===== src/rtl/pwm_timer_pkg.sv =====
package pwm_timer_pkg;
    localparam int ADDR_W = 4;

    localparam logic [ADDR_W-1:0] A_CTRL   = 4'd0;
    localparam logic [ADDR_W-1:0] A_EVENT  = 4'd1;
    localparam logic [ADDR_W-1:0] A_MODE0  = 4'd2;
    localparam logic [ADDR_W-1:0] A_OUTCFG = 4'd4;
    localparam logic [ADDR_W-1:0] A_GATE   = 4'd5;
    localparam logic [ADDR_W-1:0] A_PSC    = 4'd6;
    localparam logic [ADDR_W-1:0] A_RELOAD = 4'd7;
    localparam logic [ADDR_W-1:0] A_CMP0   = 4'd8;

    localparam int RUN_BIT  = 0;
    localparam int ARPE_BIT = 7;
    localparam int GATE_BIT = 15;

    localparam logic [2:0] MD_FORCE_LO = 3'd4;
    localparam logic [2:0] MD_FORCE_HI = 3'd5;
    localparam logic [2:0] MD_PWM_LOW  = 3'd6;
    localparam logic [2:0] MD_PWM_HIGH = 3'd7;

    typedef enum logic {
        ST_HALT,
        ST_RUN
    } run_state_e;
endpackage


===== src/rtl/pwm_timer_regs.sv =====
module pwm_timer_regs
    import pwm_timer_pkg::*;
#(
    parameter int DW  = 16,
    parameter int NCH = 4
) (
    input  logic                     clk,
    input  logic                     rst_n,
    input  logic                     wr_en,
    input  logic [ADDR_W-1:0]        addr,
    input  logic [DW-1:0]            wr_data,
    output logic [DW-1:0]            rd_data,
    input  logic                     upd,
    output logic                     force_upd,
    output logic                     run_en,
    output logic                     moe,
    output logic [DW-1:0]            psc_act,
    output logic [DW-1:0]            arr_act,
    output logic [NCH-1:0][DW-1:0]   ccr_act,
    output logic [NCH-1:0][2:0]      ch_mode,
    output logic [NCH-1:0]           ch_en,
    output logic [NCH-1:0]           ch_pol
);
    localparam int FLD_W = 4;
    localparam int BYTE  = 8;

    logic                   run_q, arpe_q, moe_q;
    logic [NCH-1:0]         en_q, pol_q, pre_q;
    logic [NCH-1:0][2:0]    mode_q;
    logic [DW-1:0]          psc_pend, arr_pend;
    logic [NCH-1:0][DW-1:0] ccr_pend;
    logic [NCH-1:0]         wr_cmp, wr_mode;

    logic wr_ctrl, wr_cfg, wr_gate, wr_psc, wr_arr;
    assign wr_ctrl   = wr_en && (addr == A_CTRL);
    assign wr_cfg    = wr_en && (addr == A_OUTCFG);
    assign wr_gate   = wr_en && (addr == A_GATE);
    assign wr_psc    = wr_en && (addr == A_PSC);
    assign wr_arr    = wr_en && (addr == A_RELOAD);
    assign force_upd = wr_en && (addr == A_EVENT) && wr_data[0];

    for (genvar c = 0; c < NCH; c++) begin : g_dec
        assign wr_cmp[c]  = wr_en && (addr == A_CMP0 + ADDR_W'(c));
        assign wr_mode[c] = wr_en && (addr == A_MODE0 + ADDR_W'(c / 2));
    end

    // configuration and pending copies
    always_ff @(posedge clk) begin
        if (!rst_n) begin
            run_q    <= 1'b0;
            arpe_q   <= 1'b0;
            moe_q    <= 1'b0;
            en_q     <= '0;
            pol_q    <= '0;
            pre_q    <= '0;
            mode_q   <= '0;
            psc_pend <= '0;
            arr_pend <= '0;
            ccr_pend <= '0;
        end else begin
            if (wr_ctrl) begin
                run_q  <= wr_data[RUN_BIT];
                arpe_q <= wr_data[ARPE_BIT];
            end
            if (wr_gate) moe_q <= wr_data[GATE_BIT];
            if (wr_psc)  psc_pend <= wr_data;
            if (wr_arr)  arr_pend <= wr_data;
            for (int c = 0; c < NCH; c++) begin
                if (wr_cfg) begin
                    en_q[c]  <= wr_data[FLD_W*c];
                    pol_q[c] <= wr_data[FLD_W*c+1];
                end
                if (wr_mode[c]) begin
                    mode_q[c] <= wr_data[(c%2)*BYTE+6 -: 3];
                    pre_q[c]  <= wr_data[(c%2)*BYTE+3];
                end
                if (wr_cmp[c]) ccr_pend[c] <= wr_data;
            end
        end
    end

    // active copies
    always_ff @(posedge clk) begin
        if (!rst_n) begin
            psc_act <= '0;
            arr_act <= '0;
            ccr_act <= '0;
        end else begin
            if (upd) psc_act <= psc_pend;
            if (wr_arr && !arpe_q) arr_act <= wr_data;
            else if (upd)          arr_act <= arr_pend;
            for (int c = 0; c < NCH; c++) begin
                if (wr_cmp[c] && !pre_q[c]) ccr_act[c] <= wr_data;
                else if (upd)               ccr_act[c] <= ccr_pend[c];
            end
        end
    end

    always_comb begin
        rd_data = '0;
        if (addr == A_CTRL) begin
            rd_data[RUN_BIT]  = run_q;
            rd_data[ARPE_BIT] = arpe_q;
        end else if (addr == A_GATE) begin
            rd_data[GATE_BIT] = moe_q;
        end else if (addr == A_PSC) begin
            rd_data = psc_pend;
        end else if (addr == A_RELOAD) begin
            rd_data = arr_pend;
        end else if (addr == A_OUTCFG) begin
            for (int c = 0; c < NCH; c++) begin
                rd_data[FLD_W*c]   = en_q[c];
                rd_data[FLD_W*c+1] = pol_q[c];
            end
        end else begin
            for (int c = 0; c < NCH; c++) begin
                if (addr == A_MODE0 + ADDR_W'(c / 2)) begin
                    rd_data[(c%2)*BYTE+6 -: 3] = mode_q[c];
                    rd_data[(c%2)*BYTE+3]      = pre_q[c];
                end
                if (addr == A_CMP0 + ADDR_W'(c)) rd_data = ccr_pend[c];
            end
        end
    end

    assign run_en  = run_q;
    assign moe     = moe_q;
    assign ch_mode = mode_q;
    assign ch_en   = en_q;
    assign ch_pol  = pol_q;

    for (genvar c = 0; c < NCH; c++) begin : g_chk

        cmp_preload_hold_chk: assert property (@(posedge clk) disable iff (!rst_n)
            (!upd && pre_q[c]) |=> $stable(ccr_act[c]));
    end


    reload_preload_hold_chk: assert property (@(posedge clk) disable iff (!rst_n)
        (!upd && arpe_q) |=> $stable(arr_act));


    prescale_hold_chk: assert property (@(posedge clk) disable iff (!rst_n)
        !upd |=> $stable(psc_act));
endmodule


===== src/rtl/pwm_timer_cnt.sv =====
module pwm_timer_cnt
    import pwm_timer_pkg::*;
#(
    parameter int CW = 16
) (
    input  logic          clk,
    input  logic          rst_n,
    input  logic          run_en,
    input  logic          force_upd,
    input  logic [CW-1:0] psc_act,
    input  logic [CW-1:0] arr_act,
    output logic [CW-1:0] cnt,
    output logic          upd
);
    run_state_e    state_q, state_d;
    logic [CW-1:0] psc_q, cnt_q;
    logic          tick, wrap;

    always_ff @(posedge clk) begin
        if (!rst_n) state_q <= ST_HALT;
        else        state_q <= state_d;
    end

    always_comb begin
        state_d = state_q;
        unique case (state_q)
            ST_HALT: if (run_en)  state_d = ST_RUN;
            ST_RUN:  if (!run_en) state_d = ST_HALT;
        endcase
    end

    assign tick = (state_q == ST_RUN) && (psc_q >= psc_act);
    assign wrap = tick && (cnt_q >= arr_act);
    assign upd  = force_upd || wrap;

    always_ff @(posedge clk) begin
        if (!rst_n) begin
            psc_q <= '0;
            cnt_q <= '0;
        end else if (force_upd) begin
            psc_q <= '0;
            cnt_q <= '0;
        end else if (state_q == ST_RUN) begin
            if (tick) begin
                psc_q <= '0;
                cnt_q <= wrap ? '0 : cnt_q + 1'b1;
            end else begin
                psc_q <= psc_q + 1'b1;
            end
        end
    end

    assign cnt = cnt_q;


    prescale_bound_chk: assert property (@(posedge clk) disable iff (!rst_n)
        psc_q <= psc_act);


    force_restart_chk: assert property (@(posedge clk) disable iff (!rst_n)
        force_upd |=> (cnt_q == '0) && (psc_q == '0));


    halt_hold_chk: assert property (@(posedge clk) disable iff (!rst_n)
        (state_q == ST_HALT && !force_upd) |=> $stable(cnt_q));
endmodule


===== src/rtl/pwm_timer_chan.sv =====
module pwm_timer_chan
    import pwm_timer_pkg::*;
#(
    parameter int CW = 16
) (
    input  logic          clk,
    input  logic          rst_n,
    input  logic [CW-1:0] cnt,
    input  logic [CW-1:0] ccr,
    input  logic [2:0]    mode,
    input  logic          en,
    input  logic          pol,
    input  logic          moe,
    output logic          pin
);
    logic below, ref_lvl, pin_q;

    assign below = cnt < ccr;

    always_comb begin
        case (mode)
            MD_PWM_LOW:  ref_lvl = below;
            MD_PWM_HIGH: ref_lvl = !below;
            MD_FORCE_HI: ref_lvl = 1'b1;
            default:     ref_lvl = 1'b0;
        endcase
    end

    always_ff @(posedge clk) begin
        if (!rst_n) pin_q <= 1'b0;
        else        pin_q <= moe && en && (ref_lvl ^ pol);
    end

    assign pin = pin_q;


    gate_low_chk: assert property (@(posedge clk) disable iff (!rst_n)
        !moe |=> !pin_q);


    disabled_low_chk: assert property (@(posedge clk) disable iff (!rst_n)
        !en |=> !pin_q);
endmodule


===== src/rtl/pwm_timer.sv =====
module pwm_timer
    import pwm_timer_pkg::*;
#(
    parameter int DW  = 16,
    parameter int NCH = 4
) (
    input  logic              clk,
    input  logic              rst_n,
    input  logic              wr_en,
    input  logic [ADDR_W-1:0] addr,
    input  logic [DW-1:0]     wr_data,
    output logic [DW-1:0]     rd_data,
    output logic [NCH-1:0]    pwm_out
);
    logic                   upd, force_upd, run_en, moe;
    logic [DW-1:0]          psc_act, arr_act, cnt;
    logic [NCH-1:0][DW-1:0] ccr_act;
    logic [NCH-1:0][2:0]    ch_mode;
    logic [NCH-1:0]         ch_en, ch_pol;

    pwm_timer_regs #(.DW(DW), .NCH(NCH)) regs_i (
        .clk(clk), .rst_n(rst_n), .wr_en(wr_en), .addr(addr),
        .wr_data(wr_data), .rd_data(rd_data), .upd(upd),
        .force_upd(force_upd), .run_en(run_en), .moe(moe),
        .psc_act(psc_act), .arr_act(arr_act), .ccr_act(ccr_act),
        .ch_mode(ch_mode), .ch_en(ch_en), .ch_pol(ch_pol)
    );

    pwm_timer_cnt #(.CW(DW)) cnt_i (
        .clk(clk), .rst_n(rst_n), .run_en(run_en), .force_upd(force_upd),
        .psc_act(psc_act), .arr_act(arr_act), .cnt(cnt), .upd(upd)
    );

    for (genvar c = 0; c < NCH; c++) begin : g_ch
        pwm_timer_chan #(.CW(DW)) chan_i (
            .clk(clk), .rst_n(rst_n), .cnt(cnt), .ccr(ccr_act[c]),
            .mode(ch_mode[c]), .en(ch_en[c]), .pol(ch_pol[c]),
            .moe(moe), .pin(pwm_out[c])
        );
    end
endmodule


===== config.mk =====
export PLATFORM = sky130hd
export DESIGN_NAME = pwm_timer
export DESIGN_NICKNAME = d
export VERILOG_FILES = /design/src/rtl/pwm_timer_pkg.sv /design/src/rtl/pwm_timer_regs.sv /design/src/rtl/pwm_timer_cnt.sv /design/src/rtl/pwm_timer_chan.sv /design/src/rtl/pwm_timer.sv
export SDC_FILE = /design/constraint.sdc
export NUM_CORES = 1
export LEC_CHECK = 0
export BUFFER_PORTS_ARGS = -buffer_cell sky130_fd_sc_hd__buf_2
export CAP_MARGIN = 20
export CORE_UTILIZATION = 25
export DETAILED_ROUTE_END_ITERATION = 10
export MAX_ROUTING_LAYER = met4
export PLACE_DENSITY = 0.44
export SYNTH_ARGS = -nofsm -noshare
export SYNTH_HDL_FRONTEND = slang
export SYNTH_HIERARCHICAL = 1
export SYNTH_SLANG_ARGS = --single-unit

===== constraint.sdc =====
create_clock -name clk -period 2.91 [get_ports clk]
set_clock_uncertainty 0.05 [all_clocks]
set_input_delay 0.291 -clock clk [delete_from_list [all_inputs] [get_ports clk]]
set_output_delay 0.291 -clock clk [all_outputs]
set_load 0.005 [all_outputs]

# Yosys cells after proc, flatten, opt, wreduce, memory -nomap -nowiden
# Index checks and enable logic that the tools add are counted.
# word_totals
regBits	256
latchBits	0
mem_bits_rw	0
romBits	0
in_bits	23
out_inout_bits	20
mem_count	0
# op_classes
add_sub_neg	2
n_mul	0
div	0
order_cmp	6
eq_ne	23
shifts	0
n_mux	51
bitwise	5
reduce_logical	46
# op_table
operator	count
$mux W16	28
$lt A16 B16 Y1	4
$eq A3 B3 Y1 const B	12
$add A16 B1 Y16 const B	2
$ge A16 B16 Y1	2
$logic_and A1 B1 Y1	28
$eq A4 B3 Y1 const B	4
$eq A4 B4 Y1 const B	4
$mux W2	8
$mux W4	4
$mux W15	1
$pmux W1 S3	4
$reduce_bool A2 Y1	5
$logic_not A1 Y1	9
$eq A4 B2 Y1 const B	2
$mux W8	1
$mux W6	1
$eq A4 B1 Y1 const B	1
$logic_not A4 Y1	1
$mux W1	4
$xor A1 B1 Y1	4
$reduce_and A2 Y1	1
$reduce_or A2 Y1	1
$logic_or A1 B1 Y1	1
$not A1 Y1	1

# Logic depth before layout (Yosys ltp)
# Gate-level depths: netlist (run 1).
# depth
word_depth	24
ltp_mapped	14
depth_no_buf	10

# Modules after synthesis
# The synthesis (run 1) kept the hierarchy.
# modules_own_cells
mod	instances	cells_each	area_per_inst_um2	seq_area_each_um2
pwm_timer_regs	1	1184	10465.0	4384.2
pwm_timer_cnt	1	288	2312.2	660.6
pwm_timer_chan	4	64	479.2	20.0

# Least setup slack after synthesis (run 1)
# No wires, ideal clock.
# synth_timing
path_type	register to register
from	reg regs_i.psc_act[15]
to	reg regs_i/ccr_act[11] (netlist name)
arrival_time_ns	2.757
required_ns	2.744
path_slack_ns	-0.013
path_stages_with_launch	15
path_buffers	4
synth_period_minus_slack_ns	2.923
path_cell_list	dfxtp_1 inv_1 ha_1 nand2_2 nor4_4 a22oi_1 and2_1 buf_6 o31ai_1 clkbuf_1 buf_2 buf_2 mux2i_1 nand2_1 o211a_1
# synth_via
elab_chain_len	5
# synth_rtl
element	line	rtl
from (decl)	pwm_timer_regs.sv:17	output logic [DW-1:0] psc_act,
from (signal assigned)	pwm_timer_regs.sv:89	if (upd) psc_act <= psc_pend;
$ge A16 B16 Y1	pwm_timer_cnt.sv:32	assign tick = (state_q == ST_RUN) && (psc_q >= psc_act);
$logic_and A1 B1 Y1	pwm_timer_cnt.sv:32	
$logic_and A1 B1 Y1	pwm_timer_cnt.sv:33	assign wrap = tick && (cnt_q >= arr_act);
$logic_or A1 B1 Y1	pwm_timer_cnt.sv:34	assign upd = force_upd || wrap;
named net upd	pwm_timer.sv:15	logic upd, force_upd, run_en, moe;
$reduce_bool A2 Y1 (no line)	--	
to (signal, indexed assignment)	pwm_timer_regs.sv:93	if (wr_cmp[c] && !pre_q[c]) ccr_act[c] <= wr_data;
to (signal, indexed assignment)	pwm_timer_regs.sv:94	else if (upd) ccr_act[c] <= ccr_pend[c];
to (decl)	pwm_timer_regs.sv:19	output logic [NCH-1:0][DW-1:0] ccr_act,
# The timed path passes the listed nets, and every way through them passes these cells.
# A chain may end at the register's enable or synchronous reset.

# Worst setup path after layout (run 1)
# layout_timing
from	in addr[0]
to	out rd_data[4]
# layout_via
elab_chain_len	22
# layout_rtl
element	line	rtl
from (decl)	pwm_timer.sv:10	input logic [ADDR_W-1:0] addr,
$eq A4 B2 Y1	pwm_timer_regs.sv:117	if (addr == A_MODE0 + ADDR_W'(c / 2)) begin
$mux W4	pwm_timer_regs.sv:117	
$mux W16 (2 in a row)	pwm_timer_regs.sv:121	if (addr == A_CMP0 + ADDR_W'(c)) rd_data = ccr_pend[c];
$mux W16 (5 in a row)	--	
$mux W4	pwm_timer_regs.sv:117	
$mux W16	pwm_timer_regs.sv:121	
$mux W16	pwm_timer_regs.sv:110	end else if (addr == A_OUTCFG) begin
$mux W16	pwm_timer_regs.sv:108	end else if (addr == A_RELOAD) begin
$mux W16	pwm_timer_regs.sv:106	end else if (addr == A_PSC) begin
$mux W16	pwm_timer_regs.sv:104	end else if (addr == A_GATE) begin
$mux W16	pwm_timer_regs.sv:101	if (addr == A_CTRL) begin
$mux W16	pwm_timer_regs.sv:121	
$mux W2	pwm_timer_regs.sv:110	
$mux W16	pwm_timer_regs.sv:108	
$mux W16	pwm_timer_regs.sv:106	
$mux W15	pwm_timer_regs.sv:104	
$mux W6 (*)	pwm_timer_regs.sv:101	
to (decl)	pwm_timer.sv:12	output logic [DW-1:0] rd_data,
# Mark *: on every way between the ends. The rest lies on a longest branch, timed or not. The select of a mux whose other input is x is not followed.

==> results.cfg, run 1 <==
[setup_path]
cp.depth = 9
endpoint = rd_data[4]
critPathArrivalTime_ps = 2490
r2r_slack_ps = 120
r2r_start = regs_i/arr_act[9]$_SDFFE_PN0P_
path_cells = buf_2, buf_4, buf_4, nand2_1, o21ai_0, a32o_1, o32ai_1, buf_4, buf_2
worstRegToRegCells = 14
crit_type = input port to primary output
critPathCaptureType = primary output
r2r_end = regs_i/arr_act[11]$_SDFFE_PN0P_
startpoint = addr[0]
crit_slowest_cell = nand2_1
path_delay_family = buffers and inverters
worst_path_most_repeated_cell = buf_4
crit_required_ps = 2570
critical-path-max-stage-delay_ps = 340
critPathLaunchType = input port
crit_buf_inv = 5
crit_fanout = 15

[timing]
finalSetupViolations = 0
clock.fmax_mhz = 353
min_period_ps = 2830
fin_ws_ps = 77.1
drv_slew = 0
maxSlewHeadroom_pct = 46.7
finalHoldViolCount = 0
tightest_slew_ps = 793
rsz0062_at_grt = yes
finalCritPeriodShare_pct = 97.4

[floorplan]
fp.dieW_um = 244
coreArea_um2 = 57900
die_y_um = 244
initial_core_util_pct = 25.4
fp-row-count = 88
die-area_um2 = 59800
num_io_pins = 43

[yosys]
synth_top_cell_area_share_pct = 34.9
synth.area.top_cells = dfxtp_1, mux2i_1, nand2_1
ys.flop_type = dfxtp_1
syn_inst = 1728
yosysSeqAreaShare_pct = 34.9
synthArstFlopShare_pct = 0
syn_area_um2 = 14700
syn_area_per_cell_um2 = 8.50
ys_warn_count = 6
synth_edf_count = 0
synth_nets = 1845
yosysUniqueCellTypes = 74
yosysTopAreaCell = dfxtp_1
synth-seq-cells = 256

[power]
irDropWorstVdd_mv = 0.458
p_leak_uw = 0.00714
p_per_area_nw_per_um2 = 475

[grt]
grt_max_degree = 83
grt_usage_pct = 17.5
antenna_found_initial = 2
grt_pass1_wl_um = 77300
grt_pass1_vias = 12000
overflow = 0

[drt]
top_layer_used = met4
wl_met2_um = 23500
drc = 0
drt-met1-wl_um = 25200
drt_first_pass_iters = 5
drt-total-wl_um = 52500
vias = 12800
drtAntennaViolNets = 0
wl_per_cell_um = 20.4
dr_wl_met3_um = 2540
routed_via_density = 4.97
drt_iter0_markers = 949

[clock_tree]
numCtsBuffers = 30
cts.sinks = 256
clkTransAtPathRegs_ps = 60
cts_buffer_depth = 3
h-tree-depth = 1
cts_root_buffer = clkbuf_16
cts_tree = yes
clkLatencyLatePin_ps = 580

[placement]
dpl_cell_area_um2 = 16100
dp_slack_ps = 85.4
dp_hpwl_um = 37900
port_buffers = 42
gp_congestion = 0.869
place_inst = 2504

[cells_and_area]
seqCellArea_um2 = 5120
multi_input_area_um2 = 8610
fillers = 6257
stdcell_area_um2 = 17200
nets = 1898
layout-drive-gt1-share_pct = 12.3
area_delta_synth_final_pct = 17.3
final_cells = 2567

[hold_path]
hold_path_class = input port to flop

[job]
max_cap_violations = 0

[status]
outcome = completed
-- how the worst min path moves through the flow --
stage / endpoint / slack (ps) / cells after the start / from
final: regs_i/ccr_pend[41]$_SDFFE_PN0P_ / 60 / 3 / wr_data[9]
after global routing: regs_i/ccr_pend[57]$_SDFFE_PN0P_ / 70 / 3 / wr_data[9]
after floorplan: cnt_i/state_q$_SDFF_PN0_ / 360 / 1 / rst_n
after detailed placement: cnt_i/cnt[15]$_SDFFE_PP0P_ / 420 / 2 / cnt_i/cnt[15]$_SDFFE_PP0P_
after CTS: regs_i/ccr_pend[41]$_SDFFE_PN0P_ / 40 / 3 / wr_data[9]
after global placement: cnt_i/cnt[15]$_SDFFE_PP0P_ / 410 / 2 / cnt_i/cnt[15]$_SDFFE_PP0P_
-- what timing repair did --
item | 4_1_cts | 5_1_grt
setup endpoints to repair | 0 | 8
gates resized for setup | 0 | 2
buffers inserted | 0 | 8
hold buffers | 0 | 0
endpoints found under the hold margin | 0 | 0
-- where the power goes --
group	switching (µW)	internal [µW]
Combinational	446	250
Sequential	40.4	3550
Clock	1570	2330
Total	2050	6130
-- tightest hold or removal path, cell delays in order --
cell	delay (ps)
buf_2	210
nand2_1	90
a21boi_1	50
-- per-stage QoR --
step | hold slack (ps) | TNS [ps] | util, % | total power, µW
after CTS | 43.4 | 0 | 29.5 | 8250
final | 57.6 | 0 | 29.8 | 8180
after detailed placement | 416 | 0 | 27.8 | 4350
after floorplan | 363 | -506 | - | 4070
after global placement | 412 | 0 | 27.8 | 4350
after global routing | 70.7 | -5.58 | 29.8 | 8450
-- Yosys cell counts (29+ instances only) --
library cell,instances
o211a_1,80
buf_2,52
a21oi_1,62
o21ai_0,57
nand3_1,29
nand4_1,30
a21boi_0,99
mux2i_1,131
nand2_1,339
clkbuf_1,54
ha_1,94
nor2_1,61
nor2b_1,46
dfxtp_1,256
inv_1,104
-- kinds of logic after synthesis --
| kind of cell | share of synthesized area (%) |
|---|---|
| compound gates | 20.0 |
| xor+xnor | 1.67 |
| fa+ha+maj | 8.00 |
| buf+inv | 6.65 |
| flops | 34.9 |
| mux | 10.0 |
| simple gates | 18.8 |
-- layer usage --
layer,GRT usage (%),up-vias
li1,-,6124
met4,4.15,0
met3,2.17,72
met1,24.0,6241
met2,27.3,329
met5,-,-
-- cell type report --
type	count	share of cell area, %
clock inverters	5	0.436
repair buffers	142	6.66
multi-input cells	1246	49.9
inverters	105	2.30
clock buffers	46	5.35
well taps	765	5.55
diodes	2	0.0290
flip-flops and latches	256	29.7
-- state kept, by name, indices dropped and copies added (netlist names), 4 cells and up --
name and cells:
regs_i/ccr_pend 64, regs_i/ch_mode 12, regs_i/psc_pend 16, regs_i/arr_pend 16, regs_i/psc_act 16, regs_i/ch_pol 4, regs_i/ccr_act 64, cnt_i/cnt 16
regs_i/pre_q 4, regs_i/ch_en 4, g_ch.chan_i/pin 4, cnt_i/psc_q 16, regs_i/arr_act 16
-- cell usage in the layout, fill, tap and decap left out, drive strengths merged, types with 48 or more instances in the layout --
cell type,count
nand2,342
dfxtp,256
buf,140
mux2i,131
a21boi,113
inv,105
ha,94
o211a,80
nor2,65
a21oi,62
o21ai,58
clkbuf,48
No activity file was read; power rests on OpenSTA's default activity.
==> run 2: changes to the inputs <==
Settings changed: ABC_AREA from default to 1, CORE_MARGIN from default to 4.
==> run 2 against run 1 <==
Net effect:
- via count up 4.0%
- non-clock buffer count down 46
- global-route usage up 0.24 points
- die area down 1.1%
- power down 1.1%
- largest cell class unchanged
- highest routed layer unchanged
==> results.cfg, run 2 <==
[power]
p_leak_uw = 0.00630
irDropWorstVdd_mv = 0.331
power_frac_seq_pct = 44.6
p_switching_uw = 2060
p_sw_share_pct = 25.5
p_per_area_nw_per_um2 = 508
intPower_uw = 6030
comb_power_share_pct = 8.2
totalPowerFinal_uw = 8090
clkPwrFrac_pct = 47.1

[drt]
drt_iter0_markers = 1067
drtAntennaViolNets = 0
drt_first_pass_iters = 6
wl_per_cell_um = 19.4
routed_via_density = 4.88
vias = 13300
drc = 0
drt-total-wl_um = 52800

[yosys]
synthTopCellsByCount = nand2_1, dfxtp_1, inv_1, a21oi_1, o21ai_0
synthArstFlopShare_pct = 0
syn_area_per_cell_um2 = 6.95
synth-seq-cells = 256
yosysSeqAreaShare_pct = 37.1
ys_warn_count = 6
synth_nets = 2107
yosysTopAreaCell = dfxtp_1
yosysUniqueCellTypes = 41
synth.area.top_cells = dfxtp_1, nand2_1, ha_1
synth_edf_count = 0
ys.flop_type = dfxtp_1
synth_top_cell_area_share_pct = 37.1
yosysMostFrequentCell = nand2_1
syn_area_um2 = 13800
syn_inst = 1990

[timing]
min_period_ps = 2560
drv_slew = 0
finalSetupViolations = 0
finalHoldViolCount = 0
maxSlewHeadroom_pct = 38.2
tightest_slew_ps = 925
finalSetupTns_ps = 0
clock.fmax_mhz = 390
finalCritPeriodShare_pct = 88.1
rsz0062_at_grt = no
hold_ws_ps = 114

[cells_and_area]
seqCellArea_um2 = 5120
top_regs = regs_i/ccr_act (64), regs_i/ccr_pend (64)
layout_commonest_cell = nand2_1
final_cell_mix = nand2_1, dfxtp_1, inv_1, a21oi_1, o21ai_0
nets = 2124
diodes = 0
fillers = 5978
layout-drive-gt1-share_pct = 11.7
multi_input_area_um2 = 7260
area_delta_synth_final_pct = 15.2
final_cells = 2720
stdcell_area_um2 = 15900

[floorplan]
fp-row-count = 85
num_io_pins = 43
initial_core_util_pct = 25.5
fp.dieW_um = 243
die-area_um2 = 59100
die_y_um = 243
coreArea_um2 = 54200

[grt]
grt_usage_pct = 17.8
grt_pass1_vias = 12300
overflow = 0
grt_pass1_wl_um = 79400
antenna_found_initial = 0
grt_max_degree = 119

[hold_path]
hold_path_class = input port to flop

[setup_path]
crit_type = flop to flop
r2r_slack_ps = 350
crit_required_ps = 3290
endpoint = regs_i/ccr_act[52]$_SDFFE_PN0P_
r2r_end = regs_i/ccr_act[52]$_SDFFE_PN0P_
worstRegToRegCells = 17
critPathLaunchType = flop
critPathCaptureType = flop
critPathArrivalTime_ps = 2950
crit_fanout = 45
startpoint = cnt_i/psc_q[7]$_SDFFE_PP0P_
r2r_start = cnt_i/psc_q[7]$_SDFFE_PP0P_

[job]
max_cap_violations = 0

[clock_tree]
cts_buffer_depth = 3
clkLatencyLatePin_ps = 560
cts.sinks = 256
cts_root_buffer = clkbuf_16
clkTransAtPathRegs_ps = 60
h-tree-depth = 1
cts_setup_buffers = 0
numCtsBuffers = 29
cts_tree = yes

[placement]
place_inst = 2672
port_buffers = 42
dpl_cell_area_um2 = 14900
dp_hpwl_um = 39200
gp_congestion = 0.889

[status]
outcome = completed
==> run 2: worst max-delay path: stages (launching register included) <==
cell and delay, ps:
dfxtp_1 350, ha_1 320, nand2_1 70, nor2_1 150, nand2_1 70, nand2_1 60
nor2_1 30, nand2_1 60, nand2_1 60, nand2_2 100, nand2_4 100, o21ai_4 330
inv_2 90, buf_12 190, nand2_1 80, o21ai_0 70, o21ai_0 170, a21oi_1 60
==> run 2: worst min path at each step <==
stage / slack [ps] / from / to / depth (start not counted)
global route: 110 / rst_n / regs_i/psc_pend[14]$_SDFFE_PN0P_ / 3
CTS: 80 / rst_n / regs_i/psc_act[2]$_SDFFE_PN0P_ / 3
detailed placement: 410 / regs_i/run_en$_SDFFE_PN0P_ / cnt_i/state_q$_SDFF_PN0_ / 2
floorplan: 330 / rst_n / cnt_i/state_q$_SDFF_PN0_ / 2
global placement: 400 / regs_i/ch_en[1]$_SDFFE_PN0P_ / regs_i/ch_en[1]$_SDFFE_PN0P_ / 2
finish: 110 / rst_n / regs_i/psc_act[12]$_SDFFE_PN0P_ / 3
==> run 2: layout make-up <==
| cell class | count | area share (%) |
|---|---|---|
| Clock buffer | 42 | 5.43 |
| Clock inverter | 6 | 0.660 |
| Multi-Input combinational cell | 1360 | 45.6 |
| Sequential cell | 256 | 32.2 |
| Timing Repair Buffer | 96 | 4.43 |
| Tap cell | 696 | 5.47 |
| Inverter | 264 | 6.23 |
==> run 2: per-layer routing <==
metal  global-route usage (%)  vias to the layer above  wire length, µm
met5                        -                        -                0
met4                     3.99                        0             1050
met3                     1.55                       59             2540
met2                     27.8                      378            23800
met1                     25.0                     6248            25500
li1                         -                     6594                -
==> run 2: cell families (layout without fill, tap and decap cells) <==
kind of cell	Yosys count	count (layout)	synth area share, %
AND/OR/NAND/NOR	770	770	24.5
AO/OA/AOI/OAI	493	493	19.1
buffers and inverters	374	408	10.6
flip-flops	256	256	37.1
adder cells (fa/ha/maj)	94	94	8.51
XOR/XNOR	3	3	0.190
==> run 2: per-stage QoR <==
step                      util, %  setup slack [ps]
after detailed placement     27.6               238
after CTS                    29.3               204
after global routing         29.3               102
final                        29.3               347
after floorplan                 -               484
after global placement       27.6               309
==> run 2: power by group through the flow <==
stage          Sequential, µW  Combinational [µW]  Clock [µW]
2_1_floorplan            3670                 390           0
5_1_grt                  3620                 725        4040
4_1_cts                  3610                 661        3900
3_5_place_dp             3690                 659           0
3_3_place_gp             3690                 655           0
6_report                 3610                 664        3810
==> run 2: timing repair <==
action | CTS | global route
hold buffers | 0 | 0
setup endpoints to repair | 0 | 15
gates resized for setup | 0 | 2
==> run 3: changes to the inputs <==
Settings changed: PLACE_DENSITY 0.44 to 0.51.
==> run 3 against run 2 <==
Net effect:
- cell count increased by 0.11%
- non-clock buffer count fell by 3
- register-to-register slack lost 50 ps
- power up 0.42%
- utilization down 0.090 points
- wire length shrank 5.0%
- critical path depth shrank 1
- worst hold slack lost 15 ps
- combinational power down 3.3%
- global-route usage shrank 0.80 points
- worst setup slack lost 46 ps
- highest routed layer unchanged
==> results.cfg, run 3 (same netlist as run 2, synthesis figures left out) <==
[status]
outcome = completed

[cells_and_area]
final_cell_mix = nand2_1, dfxtp_1, inv_1, a21oi_1, o21ai_0
area_delta_synth_final_pct = 14.8
final_cells = 2723
layout-drive-gt1-share_pct = 11.6
nets = 2120
layout_commonest_cell = nand2_1
top_regs = regs_i/ccr_act (64), regs_i/ccr_pend (64)

[timing]
finalHoldViolCount = 0
maxSlewHeadroom_pct = 51.1
finalCritPeriodShare_pct = 89.6
hold_ws_ps = 99.3
finalSetupTns_ps = 0
tightest_slew_ps = 732
drv_slew = 0
min_period_ps = 2610
clock.fmax_mhz = 383
finalSetupViolations = 0
rsz0062_at_grt = no

[drt]
routed_via_density = 4.88
drt_iter0_markers = 1369
drc = 0
drt_first_pass_iters = 6
wl_per_cell_um = 18.4
drtAntennaViolNets = 0
drt-total-wl_um = 50200
vias = 13300

[setup_path]
crit_slowest_cell = dfxtp_1
critPathCaptureType = flop
path_cells = ha_1, nand2_1, nor2_1, nand2_1, nand2_1, nor2_1, nand2_1, nand2_1, nand2_2, nand2_4, o21ai_4, buf_12, nor2_1, buf_4, a21oi_1, nor2_1
critical-path-max-stage-delay_ps = 350
critPathArrivalTime_ps = 2980
crit_buf_inv = 2
worst_path_most_repeated_cell = nand2_1
r2r_start = cnt_i/psc_q[7]$_SDFFE_PP0P_
crit_fanout = 70
startpoint = cnt_i/psc_q[7]$_SDFFE_PP0P_
crit_required_ps = 3280
crit_type = flop to flop
critPathLaunchType = flop
path_delay_family = simple AND/OR/NAND/NOR gates

[job]
max_cap_violations = 0

[clock_tree]
cts_tree = yes
holdBufCountCts = 0
cts_root_buffer = clkbuf_16
clkTransAtPathRegs_ps = 60
cts_buffer_depth = 3
clkLatencyLatePin_ps = 560
h-tree-depth = 1
cts_setup_buffers = 0
cts.sinks = 256
cts-resized-gates = 0
numCtsBuffers = 28

[grt]
grt_usage_pct = 17.0
grt_pass1_vias = 12500
use_met2_pct = 25.5
grt.met1_usage_pct = 23.6
overflow = 0
grt_max_degree = 71
antenna_found_initial = 3
grt.met3_usage_pct = 1.66
gr-max-usage-layer = met2
grt_pass1_wl_um = 77100

[floorplan]
fp-row-count = 85
die_y_um = 243
die-area_um2 = 59100
coreArea_um2 = 54200
num_io_pins = 43
fp.dieW_um = 243
initial_core_util_pct = 25.5

[placement]
gp_congestion = 0.925
place_inst = 2669
port_buffers = 42
dp_hpwl_um = 37300

[hold_path]
hold_start = wr_data[2]
hold_path_class = input port to flop

[power]
p_per_area_nw_per_um2 = 512
p_leak_uw = 0.00628
irDropWorstVdd_mv = 0.293
run 3: routing by layer:
| layer | vias to the layer above | wire (µm) |
|---|---|---|
| li1 | 6593 | - |
| met1 | 6125 | 23500 |
| met2 | 481 | 21600 |
| met3 | 92 | 3130 |
| met4 | 0 | 1930 |
| met5 | - | 0 |
run 3: worst min-delay path, stage by stage:
cell and delay [ps]:
buf_2 190, nand2_1 90, a31oi_1 80
run 3: area by class of cell:
type	count	area (µm²)
Antenna cell	2	5.00
Clock buffer	37	786
Clock inverter	15	208
Fill cell	5939	38400
Inverter	264	991
Multi-Input combinational cell	1360	7250
Sequential cell	256	5120
Tap cell	696	871
Timing Repair Buffer	93	633
run 3: stage by stage:
step	worst slack (ps)	util, %	instance area, µm²	power [µW]
finish	301	29.3	15900	8120
CTS	302	29.2	15900	8180
global route	45.0	29.3	15900	8400
detailed placement	313	27.4	14900	4320
floorplan	484	-	13800	4060
global placement	345	27.4	14900	4310
run 3: worst paths after layout:
check | slack [ps] | cells after the start | to
setup / recovery | 300 | 16 | regs_i/ccr_act[43]$_SDFFE_PN0P_
hold / removal | 100 | 3 | regs_i/ccr_act[18]$_SDFFE_PN0P_
setup reg to reg | 300 | 16 | regs_i/ccr_act[43]$_SDFFE_PN0P_
hold reg to reg | 420 | 2 | cnt_i/state_q$_SDFF_PN0_
run 3: power by group:
part	leakage (µW)	switching (µW)	internal [µW]
sequential	0.00207	49.0	3560
clock	0.000495	1530	2340
combinational	0.00372	476	166
